`config.mk`:
```
export PLATFORM = sky130hd
export DESIGN_NAME = mpu_region_bank
export DESIGN_NICKNAME = d
export VERILOG_FILES = /design/src/rtl/mpu_pkg.sv /design/src/rtl/mpu_region_bank.sv
export SDC_FILE = /design/constraint.sdc
export NUM_CORES = 1
export LEC_CHECK = 0
export BUFFER_PORTS_ARGS = -buffer_cell sky130_fd_sc_hd__buf_2
export CAP_MARGIN = 30
export CORE_MARGIN = 1
export CORE_UTILIZATION = 51
export CTS_CLUSTER_DIAMETER = 50
export CTS_CLUSTER_SIZE = 40
export DETAILED_ROUTE_END_ITERATION = 8
export PLACE_DENSITY = 0.76
export SLEW_MARGIN = 20
export SYNTH_ARGS = -nofsm -noshare
export SYNTH_HDL_FRONTEND = slang
export SYNTH_SLANG_ARGS = --single-unit
```
`constraint.sdc`:
```
create_clock -name clk -period 0.9 [get_ports clk]
set_input_delay 0.225 -clock clk [delete_from_list [all_inputs] [get_ports clk]]
set_output_delay 0.225 -clock clk [all_outputs]
set_load 0.01 [all_outputs]
```
`src/rtl/mpu_pkg.sv`:
```
package mpu_pkg;

  localparam int ADDR_W = 32;

  // access kinds as seen on req_type
  localparam logic [1:0] ACC_RD = 2'd0;
  localparam logic [1:0] ACC_WR = 2'd1;
  localparam logic [1:0] ACC_EX = 2'd2;

  // configuration targets
  localparam logic [1:0] CFG_BASE = 2'd0;
  localparam logic [1:0] CFG_ATTR = 2'd1;
  localparam logic [1:0] CFG_CTRL = 2'd2;

  // system window: top three address bits all set
  localparam logic [2:0] SYS_TOP = 3'b111;
  // control space page inside the system window
  localparam logic [19:0] CTL_PAGE = 20'hE000E;

  localparam int MIN_LOG2 = 5;
  localparam int MAX_LOG2 = 32;

  typedef enum logic [1:0] {
    RSP_OK     = 2'd0,
    RSP_MEMFLT = 2'd1,
    RSP_BUSFLT = 2'd2
  } rsp_t;

  // attribute register layout, bit 11 down to bit 0
  typedef struct packed {
    logic       nx;
    logic       usr_wr;
    logic       usr_rd;
    logic       prv_wr;
    logic       prv_rd;
    logic [5:0] size_log2;
    logic       en;
  } rgn_attr_t;

  localparam int ATTR_W = $bits(rgn_attr_t);

endpackage

```
`src/rtl/mpu_region_bank.sv`:
```
module mpu_region_bank
  import mpu_pkg::*;
#(
  parameter int NUM_REGIONS = 8,
  localparam int IDX_W = $clog2(NUM_REGIONS)
) (
  input  logic                               clk,
  input  logic                               rst_n,
  input  logic                               cfg_we,
  input  logic [1:0]                         cfg_kind,
  input  logic [IDX_W-1:0]                   cfg_idx,
  input  logic [ADDR_W-1:0]                  cfg_wdata,
  output logic [NUM_REGIONS-1:0][ADDR_W-1:0] base_o,
  output rgn_attr_t [NUM_REGIONS-1:0]        attr_o,
  output logic                               chk_en_o,
  output logic                               dflt_map_o
);

  for (genvar g = 0; g < NUM_REGIONS; g++) begin : g_rgn
    logic hit_idx;
    assign hit_idx = cfg_we && (cfg_idx == IDX_W'(g));

    always_ff @(posedge clk or negedge rst_n) begin
      if (!rst_n) begin
        base_o[g] <= '0;
        attr_o[g] <= '0;
      end else if (hit_idx) begin
        if (cfg_kind == CFG_BASE) base_o[g] <= cfg_wdata;
        if (cfg_kind == CFG_ATTR) attr_o[g] <= rgn_attr_t'(cfg_wdata[ATTR_W-1:0]);
      end
    end
  end

  always_ff @(posedge clk or negedge rst_n) begin
    if (!rst_n) begin
      chk_en_o   <= 1'b0;
      dflt_map_o <= 1'b0;
    end else if (cfg_we && cfg_kind == CFG_CTRL) begin
      chk_en_o   <= cfg_wdata[0];
      dflt_map_o <= cfg_wdata[1];
    end
  end

endmodule

```
==> flow_summary_export.csv, run 1 <==
group,metric,value,unit
clocking,root_buffer,"clkbuf_16",
grt,largest_net_degree_at_the_start_of_global_routing,76,
clocking,total_clock_buffers_created_by_cts,34,
timing,postLayoutSetupSlackWorst,-0.473,ns
hold_path,worst_hold_path.endpoint,"base_o[122]$_DFFE_PN0P_",
hold_path,timing.hold.worst_path_depth,2,
critical_path,critical_path_arrival,1.15,ns
floorplanning,die_width,163,um
power,cellLeakagePower,11.7,nW
layout,finish.utilization,0.877,
hold_path,worst_hold_startpoint,"cfg_wdata[26]",
synth,synth_warnings,0,
floorplanning,floorplan.io_pins,394,
power,power.ir.vdd_worst,2.05,mV
grt,grt_antenna_before_repair,0,
grt,groute.layer.met3.usage,0.0678,
floorplanning,die_height,163,um
grt,grt-ovfl-total,0,
grt,groute.layer.met2.usage,0.581,
timing,max_clock_freq,728,MHz
outcome,run_status,"finished, violations left",
synth,async_flop_share,1.00,
critical_path,critPathTopFamily,"flip-flops",
critical_path,worst_setup_path_start_kind,"flip-flop",
floorplanning,die_area,26600,sq um
floorplanning,start_util,0.523,
clocking,worstSkewPairLatency,0.52,ns
synth,synth-edff-count,0,
synth,synthesis.instances,779,
power,cellPowerDensity,2380,nW/um^2
synth,synth_largest_type_area_fraction,0.668,
critical_path,type_of_destination_of_the_critical_path,"output port",
timing,finalCritPeriodShare,1.53,
layout,finish.net_count,1521,
placed_design,gpl.final_weighted_congestion,0.806,
timing,hold_violations,0,
detailed_routing,detailedRoute.firstIterationViolations,690,
synth,synth.lib_cells_used.distinct,17,
synth,synth_common_cells,"dfrtp_1 (354), mux2_2 (350), buf_2 (30)",
placed_design,hpwlAfterDp,24.7,mm
critical_path,rr_startpoint,"attr_o[73]$_DFFE_PN0P_",
timing,skew,0,ns
synth,syn-cell-area,13300,sq um
floorplanning,num_rows,58,
detailed_routing,avgRoutedWirePerCell,30.0,um
critical_path,path_cells,"buf_2",
critical_path,cp_slowest_stage_delay,0.45,ns
run,drv.max_cap_violation_count,0,
detailed_routing,vias,10500,
clocking,tritoncts,"done",
synth,synthDominantAreaCellType,"dfrtp_1",
synth,synthesis.nets,819,
clocking,clkTransAtPathRegs,0.08,ns
detailed_routing,finalWirelength,55.1,mm
placed_design,place.port_buffers,393,
critical_path,worst_endpoint_required_time,0.67,ns
clocking,cts.path.max_buffers,3,
synth,biggest_area_contributors_in_the_synthesized_netlist,"dfrtp_1 (67%), mux2_2 (30%), buf_2 (1.1%)",
outcome,failed_checks,"negative setup slack",
placed_design,pre_cts_slack,-0.771,ns
critical_path,rr_worst_depth,3,
detailed_routing,avgViaCountPerCell,5.69,
clocking,cts-htree-levels,2,
grt,top_usage_layer,"met2",
layout,drive_above_1_share,0.762,
critical_path,ff2ff_setup_slack,-0.28,ns
critical_path,timing.critical_path.fanout_max,2,
detailed_routing,route.antenna.remaining_nets,0,
layout,antennaDiodeCount,0,
grt,grt.total_usage,0.340,
layout,stdcell_count,1836,
timing,worst_slew_pin_slew,0.516,ns
detailed_routing,detail_route.first_pass.iterations,5,
detailed_routing,post-route-drc-count,0,
clocking,clock_sink_count,354,
timing,worst_hold_slack,0.0589,ns
grt,gr-usage-met1,0.412,
synth,ys.flop_type,"dfrtp_1",
grt,grt_pass1_vias,10400,
timing,max-slew-margin-rel,0.656,
floorplanning,core_area,25300,sq um
grt,grt_first_pass_wirelength,66.3,mm
hold_path,hold_path.class,"primary input to flip-flop",
timing,drv_slew,0,
critical_path,regToRegEndpoint,"attr_o[73]$_DFFE_PN0P_",
placed_design,place_inst,1507,
layout,area_growth,67.5,%
synth,synth.most_common_cell,"dfrtp_1",
timing,layout_min_cycle_time,1.37,ns
power,report.power.total,52.9,mW
critical_path,timing.setup.critical_path_class,"flip-flop to output port",
timing,grt_setup_unrepaired,"yes",
synth,syn_area_per_cell,17.0,sq um
timing,finalSetupViolations,706,
critical_path,crit_slowest_cell,"dfrtp_1",
critical_path,worst_path_buf_inv,1,
synth,synth-seq-cells,354,
synth,yosysSeqAreaShare,0.668,
-- layout by cell type, fill, tap and decap left out, types with 2 or more instances in the layout --
cell type,n
nor2_4,2
clkinv_4,3
mux2_4,199
clkinv_2,5
buf_4,222
and3_4,3
clkinvlp_4,4
buf_6,197
inv_8,2
mux2_2,154
or3_4,2
clkbuf_8,2
buf_8,11
buf_2,210
nor2b_4,3
dfrtp_1,354
buf_16,13
nor3b_4,2
clkbuf_16,39
inv_6,5
bufinv_16,2
buf_12,54
nand2_8,9
-- power by group --
part | internal, mW | switching (mW) | total [mW]
Sequential | 19.0 | 2.42 | 21.4
Combinational | 9.56 | 6.54 | 16.1
Clock | 8.43 | 6.93 | 15.4
Total | 37.0 | 15.9 | 52.9
-- stage by stage --
step / TNS [ns] / instance area [sq um]
after global placement: -223.81 / 16500
final: -206.44 / 22200
after CTS: -185.76 / 20800
after floorplan: -130.61 / 13600
after detailed placement: -230.10 / 16500
after global routing: -217.54 / 22200
-- how the worst max path moves through the flow --
stage	cells past startpoint	from	end	slack, ns
final	1	attr_o[73]$_DFFE_PN0P_	attr_o[73]	-0.47
after global routing	1	attr_o[73]$_DFFE_PN0P_	attr_o[73]	-0.63
after CTS	1	attr_o[0]$_DFFE_PN0P_	attr_o[0]	-0.45
after detailed placement	5	cfg_idx[2]	base_o[113]$_DFFE_PN0P_	-0.77
after global placement	5	cfg_idx[2]	base_o[117]$_DFFE_PN0P_	-0.73
after floorplan	5	cfg_idx[2]	base_o[100]$_DFFE_PN0P_	-0.52
-- registers in the layout (all words and copies together), names as in the netlist --
signal and flops:
attr_o 96, chk_en_o 1, base_o 256, dflt_map_o 1
-- cell type report --
cell class | instances | area, sq um
repair buffers | 710 | 6600
multi-input cells | 381 | 5160
well taps | 330 | 413
clock inverters | 22 | 224
flip-flops and latches | 354 | 8860
clock buffers | 39 | 953
fillers | 938 | 3120
-- logic make-up (layout without fill, tap and decap cells) --
kind of cell           after synthesis  count (layout)  synth area share
buffers and inverters               46             771            0.0178
flip-flops                         354             354             0.668
multiplexers                       354             354             0.301
AND/OR/NAND/NOR                     25              27            0.0132
-- per-layer routing --
layer | up-vias | part of all wire
met4 | 0 | 0.072
met1 | 5418 | 0.36
met3 | 233 | 0.080
met5 | - | 0
li1 | 4171 | -
met2 | 628 | 0.49
-- what timing repair did --
action,CTS,global route
setup buffers,135,131
hold buffers,1,0
pin swaps,4,9
endpoints found under the setup margin,706,706
hold endpoints to repair,354,0
resized for setup,304,184
gates cloned,31,2
Note: power is estimated with default switching activity, not from simulation.
==> run 2, diff against run 1 <==
- RECOVER_POWER: not set -> 25
==> run 2 against run 1 <==
Sequential power about the same. The flow still finishes with violations (negative setup slack). Largest cell class unchanged. Final area decreased by 0.19%. Core utilization is 0.17 points lower. Register-to-register slack about the same. Clock skew unchanged. Combinational power about the same. Maximum frequency down 0.15%. Setup slack worse by 0.0021 ns. First-iteration DRC count increased by 1.6%.
==> flow_summary_export.csv, run 2 (synthesized netlist as in run 1, its figures left out) <==
group,metric,value,unit
power,cellPowerDensity,2380,nW/um^2
clocking,root_buffer,"clkbuf_16",
floorplanning,die_area,26600,sq um
timing,grt_setup_unrepaired,"yes",
critical_path,worst_setup_path_start_kind,"flip-flop",
clocking,total_clock_buffers_created_by_cts,34,
clocking,tritoncts,"done",
placed_design,place_inst,1507,
layout,stdcell_count,1836,
floorplanning,num_rows,58,
critical_path,rr_startpoint,"attr_o[73]$_DFFE_PN0P_",
critical_path,rr_worst_depth,3,
placed_design,place.port_buffers,393,
timing,finalCritPeriodShare,1.53,
layout,largest_register_ffs,256,
timing,skew,0,ns
layout,sequential_cell_area_in_the_final_layout,8860,sq um
timing,postLayoutSetupSlackWorst,-0.475,ns
layout,layout.cells.most_common,"dfrtp_1",
floorplanning,start_util,0.523,
detailed_routing,post-route-drc-count,0,
hold_path,hold_path.class,"primary input to flip-flop",
detailed_routing,detail_route.first_pass.iterations,5,
floorplanning,die_height,163,um
layout,mostFrequentLayoutCells,"dfrtp_1 (354), buf_4 (223), buf_2 (210)",
detailed_routing,avgRoutedWirePerCell,30.0,um
hold_path,timing.hold.worst_path_depth,2,
critical_path,ff2ff_setup_slack,-0.28,ns
floorplanning,floorplan.io_pins,394,
layout,area_growth,67.2,%
layout,top_regs,"base_o (256), attr_o (96)",
critical_path,critical_path_arrival,1.15,ns
hold_path,worst_hold_path.endpoint,"base_o[122]$_DFFE_PN0P_",
grt,grt.total_usage,0.340,
critical_path,type_of_destination_of_the_critical_path,"output port",
grt,grt_first_pass_wirelength,66.3,mm
layout,finish.net_count,1521,
layout,final.fill_count,944,
critical_path,critPathTopFamily,"flip-flops",
hold_path,worst_hold_startpoint,"cfg_wdata[26]",
floorplanning,die_width,163,um
grt,largest_net_degree_at_the_start_of_global_routing,76,
critical_path,cp.depth,1,
timing,finalSetupViolations,894,
timing,layout_min_cycle_time,1.37,ns
clocking,worstSkewPairLatency,0.52,ns
detailed_routing,detailedRoute.firstIterationViolations,701,
critical_path,timing.setup.critical_path_class,"flip-flop to output port",
floorplanning,core_area,25300,sq um
placed_design,hpwlAfterDp,24.7,mm
critical_path,timing.critical_path.fanout_max,2,
critical_path,cp_slowest_stage_delay,0.45,ns
grt,grt-ovfl-total,0,
clocking,clkTransAtPathRegs,0.08,ns
timing,worst_slew_pin_slew,0.541,ns
layout,largest_register,"base_o",
power,cellLeakagePower,11.7,nW
power,report.power.total,52.9,mW
layout,multi_input_comb_area,5160,sq um
grt,grt_pass1_vias,10400,
grt,top_usage_layer,"met2",
clocking,clock_sink_count,354,
clocking,cts.path.max_buffers,3,
detailed_routing,vias,10500,
detailed_routing,route.antenna.remaining_nets,0,
outcome,run_status,"finished, violations left",
placed_design,gpl.final_weighted_congestion,0.806,
critical_path,regToRegEndpoint,"attr_o[73]$_DFFE_PN0P_",
critical_path,path_cells,"buf_2",
placed_design,pre_cts_slack,-0.771,ns
timing,max_clock_freq,727,MHz
timing,drv_slew,0,
timing,max-slew-margin-rel,0.639,
clocking,cts-htree-levels,2,
grt,groute.layer.met2.usage,0.581,
critical_path,worst_endpoint_required_time,0.67,ns
critical_path,crit_slowest_cell,"dfrtp_1",
detailed_routing,finalWirelength,55.2,mm
layout,drive_above_1_share,0.762,
grt,grt_antenna_before_repair,0,
timing,hold_violations,0,
power,power.ir.vdd_worst,2.01,mV
layout,antennaDiodeCount,0,
outcome,failed_checks,"negative setup slack",
detailed_routing,avgViaCountPerCell,5.70,
grt,gr-usage-met1,0.412,
grt,groute.layer.met3.usage,0.0678,
critical_path,worst_path_buf_inv,1,
run,drv.max_cap_violation_count,0,
run 2: cell types whose count changed in the layout (fill, tap and decap cells not counted):
cell      previous run  this run
clkbuf_2             0         2
buf_12              54        51
buf_4              222       223
run 2: worst max path at each step:
stage / to / slack, ns / from
2_1_floorplan: base_o[100]$_DFFE_PN0P_ / -0.52 / cfg_idx[2]
3_3_place_gp: base_o[117]$_DFFE_PN0P_ / -0.73 / cfg_idx[2]
3_5_place_dp: base_o[113]$_DFFE_PN0P_ / -0.77 / cfg_idx[2]
4_1_cts: attr_o[0] / -0.45 / attr_o[0]$_DFFE_PN0P_
5_1_grt: attr_o[73] / -0.63 / attr_o[73]$_DFFE_PN0P_
6_report: attr_o[73] / -0.47 / attr_o[73]$_DFFE_PN0P_
run 2: routing by layer:
| metal | vias to the layer above | wire length, um |
|---|---|---|
| li1 | 4170 | - |
| met1 | 5422 | 19700 |
| met2 | 634 | 27000 |
| met3 | 233 | 4440 |
| met4 | 0 | 3980 |
| met5 | - | 0 |
run 2: through the flow:
step	utilization	TNS (ns)	hold WS, ns	cell area (sq um)
after detailed placement	0.650	-230.10	0.179	16500
after global placement	0.650	-223.81	0.178	16500
after floorplan	-	-130.61	-0.0706	13600
after CTS	0.823	-185.76	0.0340	20800
final	0.875	-228.07	0.0589	22200
after global routing	0.875	-250.29	0.0547	22200
run 2: power breakdown:
group,internal [mW],leakage [nW],total (mW),switching [mW]
clock,8.43,0.573,15.4,6.93
sequential,19.0,4.52,21.4,2.42
combinational,9.53,6.56,16.1,6.53
run 2: repair_timing:
action,4_1_cts,5_1_grt
hold buffers,1,0
setup buffers,135,131
gates resized for setup,304,184
cloned,31,2
pin swaps,4,9
endpoints found under the hold margin,354,0
setup endpoints to repair,706,706
run 2: cell type report:
cell class / count / area share
clock buffer: 39 / 0.0430
clock inverter: 22 / 0.0101
multi-input combinational: 381 / 0.233
sequential: 354 / 0.400
tap: 330 / 0.0186
timing repair buffer: 710 / 0.296
